$ cat config.mk
export PLATFORM = sky130hd
export DESIGN_NAME = spec_read_dispatch
export DESIGN_NICKNAME = d
export VERILOG_FILES = /design/src/rtl/spec_rd_pkg.sv /design/src/rtl/spec_miss_predictor.sv /design/src/rtl/spec_id_tracker.sv /design/src/rtl/spec_read_dispatch.sv
export SDC_FILE = /design/constraint.sdc
export NUM_CORES = 1
export LEC_CHECK = 0
export BUFFER_PORTS_ARGS = -buffer_cell sky130_fd_sc_hd__buf_4
export CAP_MARGIN = 30
export CORE_ASPECT_RATIO = 1.4
export CORE_UTILIZATION = 28
export CTS_CLUSTER_DIAMETER = 150
export DETAILED_ROUTE_END_ITERATION = 8
export GPL_TIMING_DRIVEN = 0
export SYNTH_ARGS = -nofsm -noshare
export SYNTH_HDL_FRONTEND = slang
export SYNTH_SLANG_ARGS = --single-unit
export TNS_END_PERCENT = 1
$ cat constraint.sdc
create_clock -name clk -period 4.4 [get_ports clk]
set_input_delay 0.22 -clock clk [delete_from_list [all_inputs] [get_ports clk]]
set_output_delay 0.22 -clock clk [all_outputs]
set_load 0.02 [all_outputs]
$ cat src/rtl/spec_rd_pkg.sv
package spec_rd_pkg;
  typedef enum logic [2:0] {
    RES_SPEC_USED  = 3'd0,
    RES_CANCEL_DIR = 3'd1,
    RES_CANCEL_TAG = 3'd2,
    RES_NORMAL     = 3'd3,
    RES_LOCAL_HIT  = 3'd4
  } res_code_e;

  localparam logic [2:0] LAST_CRIT_TYPE = 3'd2;

  function automatic logic type_is_critical(input logic [2:0] t);
    return t <= LAST_CRIT_TYPE;
  endfunction
endpackage

$ cat src/rtl/spec_miss_predictor.sv
module spec_miss_predictor #(
  parameter int IXW = 4
) (
  input  logic           clk,
  input  logic           rst,
  input  logic [IXW-1:0] rd_idx,
  output logic           pred_miss,
  input  logic           train_en,
  input  logic [IXW-1:0] train_idx,
  input  logic           train_miss
);
  localparam int NENT = 1 << IXW;

  logic [1:0] ctr [NENT];

  assign pred_miss = ctr[rd_idx][1];

  always_ff @(posedge clk) begin
    if (rst) begin
      for (int i = 0; i < NENT; i++) ctr[i] <= 2'd1;
    end else if (train_en) begin
      if (train_miss && ctr[train_idx] != 2'd3)
        ctr[train_idx] <= ctr[train_idx] + 2'd1;
      else if (!train_miss && ctr[train_idx] != 2'd0)
        ctr[train_idx] <= ctr[train_idx] - 2'd1;
    end
  end
endmodule

$ cat src/rtl/spec_id_tracker.sv
module spec_id_tracker #(
  parameter int NID = 16,
  parameter int AW  = 16,
  localparam int IDW = $clog2(NID)
) (
  input  logic           clk,
  input  logic           rst,
  input  logic           issue_spec,
  input  logic           issue_pend,
  input  logic [IDW-1:0] req_id,
  input  logic [AW-1:0]  req_addr,
  input  logic           tag_valid,
  input  logic [IDW-1:0] tag_id,
  input  logic           tag_hit,
  input  logic           dir_valid,
  input  logic [IDW-1:0] dir_id,
  input  logic           dir_present,
  input  logic           done_valid,
  input  logic [IDW-1:0] done_id,
  output logic [NID-1:0] open_vec,
  output logic [NID-1:0] busy_vec,
  output logic [NID-1:0] pend_vec,
  output logic [AW-1:0]  tag_addr
);
  logic [AW-1:0] addr_mem [NID];

  always_ff @(posedge clk) begin
    if (issue_spec || issue_pend) addr_mem[req_id] <= req_addr;
  end
  assign tag_addr = addr_mem[tag_id];

  for (genvar i = 0; i < NID; i++) begin : g_ent
    logic open_q, busy_q, pend_q;
    logic hit_me, tag_me, dir_kill, done_me;

    assign tag_me   = tag_valid && tag_id == IDW'(i);
    assign hit_me   = tag_me && tag_hit && open_q;
    assign dir_kill = dir_valid && dir_id == IDW'(i) && dir_present && open_q;
    assign done_me  = done_valid && done_id == IDW'(i);

    always_ff @(posedge clk) begin
      if (rst) begin
        open_q <= 1'b0;
        busy_q <= 1'b0;
        pend_q <= 1'b0;
      end else if (issue_spec && req_id == IDW'(i)) begin
        open_q <= 1'b1;
        busy_q <= 1'b1;
        pend_q <= 1'b0;
      end else if (issue_pend && req_id == IDW'(i)) begin
        pend_q <= 1'b1;
      end else begin
        if (tag_me) begin
          open_q <= 1'b0;
          pend_q <= 1'b0;
        end
        if (hit_me || dir_kill || done_me) begin
          open_q <= 1'b0;
          busy_q <= 1'b0;
        end
      end
    end

    assign open_vec[i] = open_q;
    assign busy_vec[i] = busy_q;
    assign pend_vec[i] = pend_q;
  end
endmodule

$ cat src/rtl/spec_read_dispatch.sv
module spec_read_dispatch
  import spec_rd_pkg::*;
#(
  parameter int NID   = 16,
  parameter int NSPEC = 8,
  parameter int AW    = 16,
  parameter int OFF   = 6,
  parameter int IXW   = 4,
  localparam int IDW  = $clog2(NID)
) (
  input  logic           clk,
  input  logic           rst,
  input  logic           req_valid,
  input  logic [IDW-1:0] req_id,
  input  logic [AW-1:0]  req_addr,
  input  logic [2:0]     req_type,
  input  logic           tag_valid,
  input  logic [IDW-1:0] tag_id,
  input  logic           tag_hit,
  input  logic           dir_valid,
  input  logic [IDW-1:0] dir_id,
  input  logic           dir_present,
  input  logic           done_valid,
  input  logic [IDW-1:0] done_id,
  output logic           spec_valid,
  output logic [IDW-1:0] spec_id,
  output logic [AW-1:0]  spec_addr,
  output logic           norm_valid,
  output logic [IDW-1:0] norm_id,
  output logic [AW-1:0]  norm_addr,
  output logic           cancel_valid,
  output logic [IDW-1:0] cancel_id,
  output logic           resolve_valid,
  output logic [IDW-1:0] resolve_id,
  output logic [2:0]     resolve_code
);
  localparam int CNTW = $clog2(NID + 1);

  logic [NID-1:0]  open_vec, busy_vec, pend_vec;
  logic [AW-1:0]   tag_addr;
  logic [CNTW-1:0] busy_cnt;
  logic            pred_miss, critical, issue_spec, issue_pend;
  logic            t_open, t_pend, tag_cancel, dir_cancel;
  logic            res_v;
  res_code_e       res_c;

  spec_miss_predictor #(.IXW(IXW)) u_pred (
    .clk(clk), .rst(rst),
    .rd_idx(req_addr[OFF+IXW-1:OFF]), .pred_miss(pred_miss),
    .train_en(tag_valid), .train_idx(tag_addr[OFF+IXW-1:OFF]),
    .train_miss(!tag_hit)
  );

  spec_id_tracker #(.NID(NID), .AW(AW)) u_trk (
    .clk(clk), .rst(rst),
    .issue_spec(issue_spec), .issue_pend(issue_pend),
    .req_id(req_id), .req_addr(req_addr),
    .tag_valid(tag_valid), .tag_id(tag_id), .tag_hit(tag_hit),
    .dir_valid(dir_valid), .dir_id(dir_id), .dir_present(dir_present),
    .done_valid(done_valid), .done_id(done_id),
    .open_vec(open_vec), .busy_vec(busy_vec), .pend_vec(pend_vec),
    .tag_addr(tag_addr)
  );

  assign busy_cnt   = CNTW'($countones(busy_vec));
  assign critical   = type_is_critical(req_type) || pred_miss;
  assign issue_spec = req_valid && critical && (busy_cnt < CNTW'(NSPEC));
  assign issue_pend = req_valid && !issue_spec;

  assign t_open     = open_vec[tag_id];
  assign t_pend     = pend_vec[tag_id];
  assign tag_cancel = tag_valid && tag_hit && t_open;
  assign dir_cancel = dir_valid && dir_present && open_vec[dir_id];

  always_comb begin
    res_v = 1'b1;
    res_c = RES_SPEC_USED;
    if (tag_valid && t_open)      res_c = tag_hit ? RES_CANCEL_TAG : RES_SPEC_USED;
    else if (tag_valid && t_pend) res_c = tag_hit ? RES_LOCAL_HIT : RES_NORMAL;
    else if (dir_cancel)          res_c = RES_CANCEL_DIR;
    else                          res_v = 1'b0;
  end

  always_ff @(posedge clk) begin
    if (rst) begin
      spec_valid    <= 1'b0;
      spec_id       <= '0;
      spec_addr     <= '0;
      norm_valid    <= 1'b0;
      norm_id       <= '0;
      norm_addr     <= '0;
      cancel_valid  <= 1'b0;
      cancel_id     <= '0;
      resolve_valid <= 1'b0;
      resolve_id    <= '0;
      resolve_code  <= '0;
    end else begin
      spec_valid    <= issue_spec;
      spec_id       <= req_id;
      spec_addr     <= req_addr;
      norm_valid    <= tag_valid && !tag_hit && t_pend;
      norm_id       <= tag_id;
      norm_addr     <= tag_addr;
      cancel_valid  <= tag_cancel || dir_cancel;
      cancel_id     <= tag_cancel ? tag_id : dir_id;
      resolve_valid <= res_v;
      resolve_id    <= (tag_valid && (t_open || t_pend)) ? tag_id : dir_id;
      resolve_code  <= res_c;
    end
  end
endmodule

# Word-level counts from Yosys, hierarchy flattened

Memory sizes are Yosys's and may differ from the RTL's.
Cells that the tools add are included.

Bits in registers: 103
Memory bits (writable): 288
Input port bits: 43
Output and inout bits: 55
Word-level logic and storage cells: 619
Memories kept: 2

Add/subtract/negate cells: 17
$lt $le $gt $ge: 4
Equality and inequality tests: 77
Multiplexer cells: 161
Bitwise gates (word level): 1
Reduce and logical (&&, ||, !) cells: 298

Memory list:

| memory         | words | width | rd ports | clocked after memory_dff | wr ports | line                      | source |
|---|---|---|---|---|---|---|---|
| u_trk.addr_mem | 16    | 16    | 1        | 0                        | 1        | spec_id_tracker.sv:25     | `logic [AW-1:0] addr_mem [NID];` |
| u_pred.ctr     | 16    | 2     | 2        | 0                        | 16       | spec_miss_predictor.sv:14 | `logic [1:0] ctr [NENT];` |

Operators by type and width:

| operator           | count |
|---|---|
| $logic_and 1x1->1  | 158 |
| $mux 1             | 149 |
| $eq 4x4->1 const B | 32 |
| $reduce_bool 2->1  | 33 |
| $eq 4x3->1 const B | 16 |
| $reduce_and 2->1   | 32 |
| $reduce_bool 3->1  | 16 |
| $logic_or 1x1->1   | 36 |
| $reduce_or 2->1    | 17 |
| $eq 4x2->1 const B | 8 |
| $ne 2x1->1 const B | 16 |
| $add 1x1->2        | 8 |
| $eq 4x1->1 const B | 4 |
| $logic_not 4->1    | 4 |
| $add 2x2->3        | 4 |
| $bmux 1 s4         | 3 |
| $mux 4             | 3 |
| $lt 4x5->1 const B | 2 |
| $mux 3             | 3 |
| $add 3x3->4        | 2 |
| $mux 2             | 3 |
| $add 4x4->5        | 1 |
| $lt 5x4->1 const B | 1 |
| $le 3x2->1 const B | 1 |
| other kinds (5)    | 6 |

# Logic depth before layout (Yosys ltp)

An unclocked memory read counts as a cell.

Depth after elaboration: 12
Depth in mapped cells: 19
Gate-level depth less buffers: 18

# Hierarchy

Synthesis repeated with hierarchy kept, for this count alone.

Cell total of the unflattened synthesis: 1,158
Area total of the unflattened synthesis: 17,535.6 sq um

By module, submodules not included:

| module              | instances | cells each | area each (sq um) | sequential area each (sq um) |
|---|---|---|---|---|
| spec_id_tracker     | 1         | 790        | 13,153.9          | 8,648.3 |
| spec_read_dispatch  | 1         | 203        | 2,388.5           | 1,101.1 |
| spec_miss_predictor | 1         | 165        | 1,993.2           | 960.9 |

# Worst setup path after synthesis

No wires, ideal clock.

Path type: reg2reg
Start point: reg u_trk.g_ent[15].busy_q
End point: reg u_trk.g_ent[3].open_q
Arrival time: 3,977 ps
Setup slack: 358 ps
Stages on the path, launching flop included: 18
Buffers on the path: 2
Period minus slack after synthesis: 4,042 ps
Cells stage by stage: dfxtp_1 -> inv_1 -> fa_1 -> fa_1 -> fa_1 -> fa_1 -> inv_1 -> ha_1 -> nand2_1 -> nor2_1 -> o21ai_0 -> o2111a_1 -> clkbuf_1 -> and3_1 -> clkbuf_1 -> and2_1 -> a31oi_1 -> nor2_1

Cells in the longest elaborated chain, start to end: 11

RTL lines:

| what                                  | line                     | source |
|---|---|---|
| start: declaration                    | spec_id_tracker.sv:33    | `logic open_q, busy_q, pend_q;` |
| start signal: assignment              | spec_id_tracker.sv:44    | `busy_q <= 1'b0;` |
| start signal: assignment              | spec_id_tracker.sv:48    | `busy_q <= 1'b1;` |
| start signal: assignment              | spec_id_tracker.sv:59    | `busy_q <= 1'b0;` |
| $add 1x1->2 (not written as such) (*) | spec_read_dispatch.sv:65 | `assign busy_cnt = CNTW'($countones(busy_vec));` |
| $add 2x2->3 (not written as such) (*) | spec_read_dispatch.sv:65 |  |
| $add 3x3->4 (not written as such) (*) | spec_read_dispatch.sv:65 |  |
| $add 4x4->5 (not written as such) (*) | spec_read_dispatch.sv:65 |  |
| $lt 5x4->1 (*)                        | spec_read_dispatch.sv:67 | `assign issue_spec = req_valid && critical && (busy_cnt < CNTW'(NSPEC));` |
| $logic_and 1x1->1 (*)                 | spec_read_dispatch.sv:67 |  |
| $logic_not 1->1                       | spec_read_dispatch.sv:68 | `assign issue_pend = req_valid && !issue_spec;` |
| $logic_and 1x1->1                     | spec_read_dispatch.sv:68 |  |
| $logic_and 1x1->1                     | spec_id_tracker.sv:50    | `end else if (issue_pend && req_id == IDW'(i)) begin` |
| $ne 2x1->1 (no line)                  | --                       |  |
| $reduce_and 2->1 (no line)            | --                       |  |
| end signal: assignment                | spec_id_tracker.sv:47    | `open_q <= 1'b1;` |
| end signal: assignment                | spec_id_tracker.sv:54    | `open_q <= 1'b0;` |
| end signal: assignment                | spec_id_tracker.sv:58    | `open_q <= 1'b0;` |
| end: declaration                      | spec_id_tracker.sv:33    |  |

Every way passes the cells marked *; elsewhere a longest branch is shown, timed or not.
A chain may end at the register's enable or synchronous reset.

# Worst setup path in the final report

Start point: reg u_trk.g_ent[4].busy_q
End point: reg u_trk.g_ent[5].pend_q

Cells in the longest elaborated chain, start to end: 10

RTL lines:

| what                                        | line                     | source |
|---|---|---|
| start: declaration                          | spec_id_tracker.sv:33    |  |
| start signal: assignment                    | spec_id_tracker.sv:44    |  |
| start signal: assignment                    | spec_id_tracker.sv:48    |  |
| start signal: assignment                    | spec_id_tracker.sv:59    |  |
| $add 1x1->2 (not written as such) (*)       | spec_read_dispatch.sv:65 |  |
| $add 2x2->3 (not written as such) (*)       | spec_read_dispatch.sv:65 |  |
| $add 3x3->4 (not written as such) (*)       | spec_read_dispatch.sv:65 |  |
| $add 4x4->5 (not written as such) (*)       | spec_read_dispatch.sv:65 |  |
| $lt 5x4->1 (*)                              | spec_read_dispatch.sv:67 |  |
| $logic_and 1x1->1 (*)                       | spec_read_dispatch.sv:67 |  |
| $logic_not 1->1                             | spec_read_dispatch.sv:68 |  |
| $logic_and 1x1->1                           | spec_read_dispatch.sv:68 |  |
| $logic_and 1x1->1                           | spec_id_tracker.sv:50    |  |
| $mux 1 or $reduce_bool 2->1 (tied branches) | --                       |  |
| end signal: assignment                      | spec_id_tracker.sv:49    | `pend_q <= 1'b0;` |
| end signal: assignment                      | spec_id_tracker.sv:51    | `pend_q <= 1'b1;` |
| end signal: assignment                      | spec_id_tracker.sv:55    | `pend_q <= 1'b0;` |
| end: declaration                            | spec_id_tracker.sv:33    |  |

Marked as above.

==> impl_metrics.env <==
export IMPL_path_max_fanout=7
export IMPL_p_sw_mw=2.071
export IMPL_fill_cells=5602
export IMPL_leakagePower_nw=6.711
export IMPL_syn_to_final_growth_pct=22.42
export IMPL_p_per_area_nw_per_um2=428.0
export IMPL_clock_latency_ns=0.57
export IMPL_required_ns=4.81
export IMPL_cts_sinks=391
export IMPL_row_count=104
export IMPL_met1_usage=0.1883
export IMPL_syn_area_um2=16440
export IMPL_overflow=0
export IMPL_drtIter0Drc=809
export IMPL_hold_ws_ns=0.02572
export IMPL_grt_max_degree=22
export IMPL_drv_cap=0
export IMPL_syn_nets=1141
export IMPL_antenna_cells=0
export IMPL_p_seq_frac=0.474
export IMPL_wire_per_inst_um=24.27
export IMPL_drc=1
export IMPL_synth_cell_types=67
export IMPL_critPathMaxStageDelay_ns=0.62
export IMPL_finClkSkew_ns=0.02769
export IMPL_cp_arrival_ns=4.66
export IMPL_hpwl_mm=34.38
export IMPL_critPathCaptureType="flip-flop"
export IMPL_num_io_pins=98
export IMPL_final_cells=2032
export IMPL_r2r_start="u_trk.g_ent[4].busy_q"
export IMPL_dr_pass1_iters=9
export IMPL_irDropWorstVdd_uv=248.2
export IMPL_rsz0062_at_grt="false"
export IMPL_swShare=0.2405
export IMPL_synth_seq_area_share=0.6516
export IMPL_rrSetupSlack_ns=0.14
export IMPL_ant_nets=0
export IMPL_violations="DRC"
export IMPL_post_synth_top_count_cell="edfxtp_1"
export IMPL_die_area_um2=59690
export IMPL_synth_top_area_share=0.5261
export IMPL_rr_endpoint="u_trk.g_ent[5].pend_q"
export IMPL_p_comb_frac=0.100
export IMPL_grtUsageTotal=0.1653
export IMPL_cts_clk_slew_worst_paths_ns=0.06
export IMPL_cpLargestDelayFamily="adder cells"
export IMPL_gp_congestion=0.9696
export IMPL_grtUsageMet2=0.2998
export IMPL_grt_util_met3=0.02358
export IMPL_yosys_warnings=0
export IMPL_cts_root_buf="clkbuf_16"
export IMPL_maxSlewViolCount=0
export IMPL_final_core_util=0.3483
export IMPL_h_tree_depth=2
export IMPL_die_h_um=288.7
export IMPL_clock_fmax_mhz=234.9
export IMPL_power_internal_mw=6.541
export IMPL_dieWidth_um=206.8
export IMPL_numPlacedInstances=1940
export IMPL_io_buffers=92
export IMPL_viasPerCell=5.181
export IMPL_wirelength_mm=49.31
export IMPL_grt_antenna_before_repair=2
export IMPL_start_util=0.2845
export IMPL_worstSetupPathType="reg2reg"
export IMPL_grt_pass1_wl_mm=70.95
export IMPL_hold_path_end="u_trk.addr_mem[1][5]"
export IMPL_cts_tree="done"
export IMPL_pwr_share_clk=0.426
export IMPL_grt_pass1_vias=10680
export IMPL_crit_slowest_cell="fa_2"
export IMPL_max_slew_worst_pin_slew_ns=1.071
export IMPL_start_kind="flip-flop"
export IMPL_grt_busiest_layer="met2"
export IMPL_worstHoldStart="req_addr[5]"
export IMPL_async_flop_share=0
export IMPL_synthTopCellsByCount="edfxtp_1, dfxtp_1, mux4_2"
export IMPL_setup_violations_final=0
export IMPL_yosysTopAreaCell="edfxtp_1"
export IMPL_hold_viol=0
export IMPL_path_cells="inv_1 -> fa_2 -> fa_2 -> fa_1 -> fa_1 -> inv_1 -> ha_1 -> nand2_1 -> nor2_1 -> o21ai_2 -> o2111a_2 -> nand2_1 -> nor2_4 -> buf_4 -> a211oi_1"
export IMPL_vias=10530
export IMPL_drive_above_1_share=0.2543
export IMPL_final_nets=1313
export IMPL_synth_edf_count=288
export IMPL_synthCells=1085
export IMPL_hp_class="in2reg"
export IMPL_max_slew_margin_rel=0.2846
export IMPL_fin_crit_ns=4.257
export IMPL_setup_ws_ns=0.1431
export IMPL_status="complete, but fails checks"
export IMPL_avgSynthCellArea_um2=15.15
export IMPL_worstRegToRegCells=15
export IMPL_ys_flop_type="edfxtp_1"
export IMPL_core_area_um2=57780
export IMPL_ys_ff_latch=391
export IMPL_clockBufferDepth=3
export IMPL_fin_crit_sh=0.9675
export IMPL_critical_path_buf_inv_count=3
export IMPL_synthTopCellsByArea="edfxtp_1, mux4_2, dfxtp_1"
export IMPL_cts_buffers=41
export IMPL_hold_depth=1
export IMPL_preCtsSetupSlack_ns=-0.5271
cell type report:
type / instances / area, um^2 / share of cell area
inverter: 30 / 113.9 / 0.005658
clock buffer: 51 / 1074 / 0.05335
timing repair buffer: 130 / 1222 / 0.06075
buffer: 65 / 314.1 / 0.01561
multi-input combinational: 598 / 5435 / 0.2701
sequential: 391 / 10710 / 0.5322
tap: 742 / 928.4 / 0.04614
clock inverter: 25 / 325.3 / 0.01617
metrics by stage:
step / power (mW) / instance area [um^2] / TNS, ns
after global routing: 8.863 / 20120 / 0
after CTS: 8.689 / 20060 / 0
after floorplan: 4.638 / 16440 / 0
after detailed placement: 4.994 / 18490 / -11.32
final: 8.612 / 20120 / 0
after global placement: 4.962 / 18060 / -13.08
power groups by stage:
| stage | sequential [mW] | clock [mW] | combinational [mW] |
|---|---|---|---|
| 6_report | 4.08 | 3.67 | 0.857 |
| 5_1_grt | 4.09 | 3.87 | 0.907 |
| 4_1_cts | 4.08 | 3.76 | 0.851 |
| 3_5_place_dp | 4.16 | 0 | 0.832 |
| 3_3_place_gp | 4.16 | 0 | 0.804 |
| 2_1_floorplan | 4.19 | 0 | 0.448 |
per-layer routing:
layer	wire [um]	share of wire	vias up
met5	13	0.00026	-
met2	26030	0.53	427
met4	2293	0.047	2
met3	2630	0.053	134
li1	-	-	4587
met1	18340	0.37	5378
sequential cells by signal, summed over array words and instances, names as in the netlist, 3 cells and up:
signal / cells
norm_addr: 16
u_trk.g_ent.pend_q: 16
u_trk.addr_mem: 256
u_trk.g_ent.open_q: 16
resolve_id: 4
resolve_code: 3
u_pred.ctr: 32
spec_id: 4
u_trk.g_ent.busy_q: 16
spec_addr: 16
cancel_id: 4
norm_id: 4
worst reg2reg max path, stage by stage, from the launching register on:
cell and delay, ns:
dfxtp_1 0.34, inv_1 0.07, fa_2 0.62, fa_2 0.48, fa_1 0.43, fa_1 0.51, inv_1 0.04, ha_1 0.28
nand2_1 0.07, nor2_1 0.05, o21ai_2 0.23, o2111a_2 0.36, nand2_1 0.12, nor2_4 0.28, buf_4 0.17, a211oi_1 0.06
cells in the final DEF (no fill, tap or decap), types with 21 or more instances in the layout:
master / n
dfxtp_1: 103
inv_1: 29
nor2b_1: 35
nand2_1: 83
a21oi_1: 50
clkbuf_16: 41
o21ai_0: 32
buf_4: 98
mux4_2: 93
nor2_1: 48
a211oi_1: 23
edfxtp_1: 288
and2_1: 21
clkbuf_1: 52
worst max-delay path by stage:
stage | depth (start not counted) | end | from | slack [ns]
final | 15 | u_trk.g_ent[5].pend_q | u_trk.g_ent[4].busy_q | 0.14
after global routing | 16 | u_trk.g_ent[14].pend_q | u_trk.g_ent[4].busy_q | 0.007
after detailed placement | 9 | u_trk.g_ent[11].open_q | tag_id[1] | -0.53
after floorplan | 17 | u_trk.g_ent[3].open_q | u_trk.g_ent[15].busy_q | 0.36
after global placement | 9 | u_trk.g_ent[11].open_q | tag_id[1] | -0.56
after CTS | 15 | u_trk.g_ent[0].pend_q | u_trk.g_ent[4].busy_q | 0.09
cell families (layout without fill, tap and decap cells):
kind of cell             Yosys count  in the layout  share of synthesized area
AO/OA/AOI/OAI                    196            197                    0.08168
XOR/XNOR                           1              1                  0.0009898
adder cells (fa/ha/maj)           13             13                    0.01401
buffers and inverters             97            301                    0.02573
flip-flops                       391            391                     0.6516
multiplexers                     116            116                     0.1462
AND/OR/NAND/NOR                  271            271                    0.07978
what timing repair did:
| item | 4_1_cts | 5_1_grt |
|---|---|---|
| pin swaps | 1 | 5 |
| setup buffers | 0 | 3 |
| hold endpoints to repair | 172 | 0 |
| gates resized for setup | 12 | 11 |
| setup endpoints to repair | 41 | 30 |
| gates cloned | 0 | 1 |
| hold buffers | 14 | 0 |
Note: power is estimated with default switching activity, not from simulation.
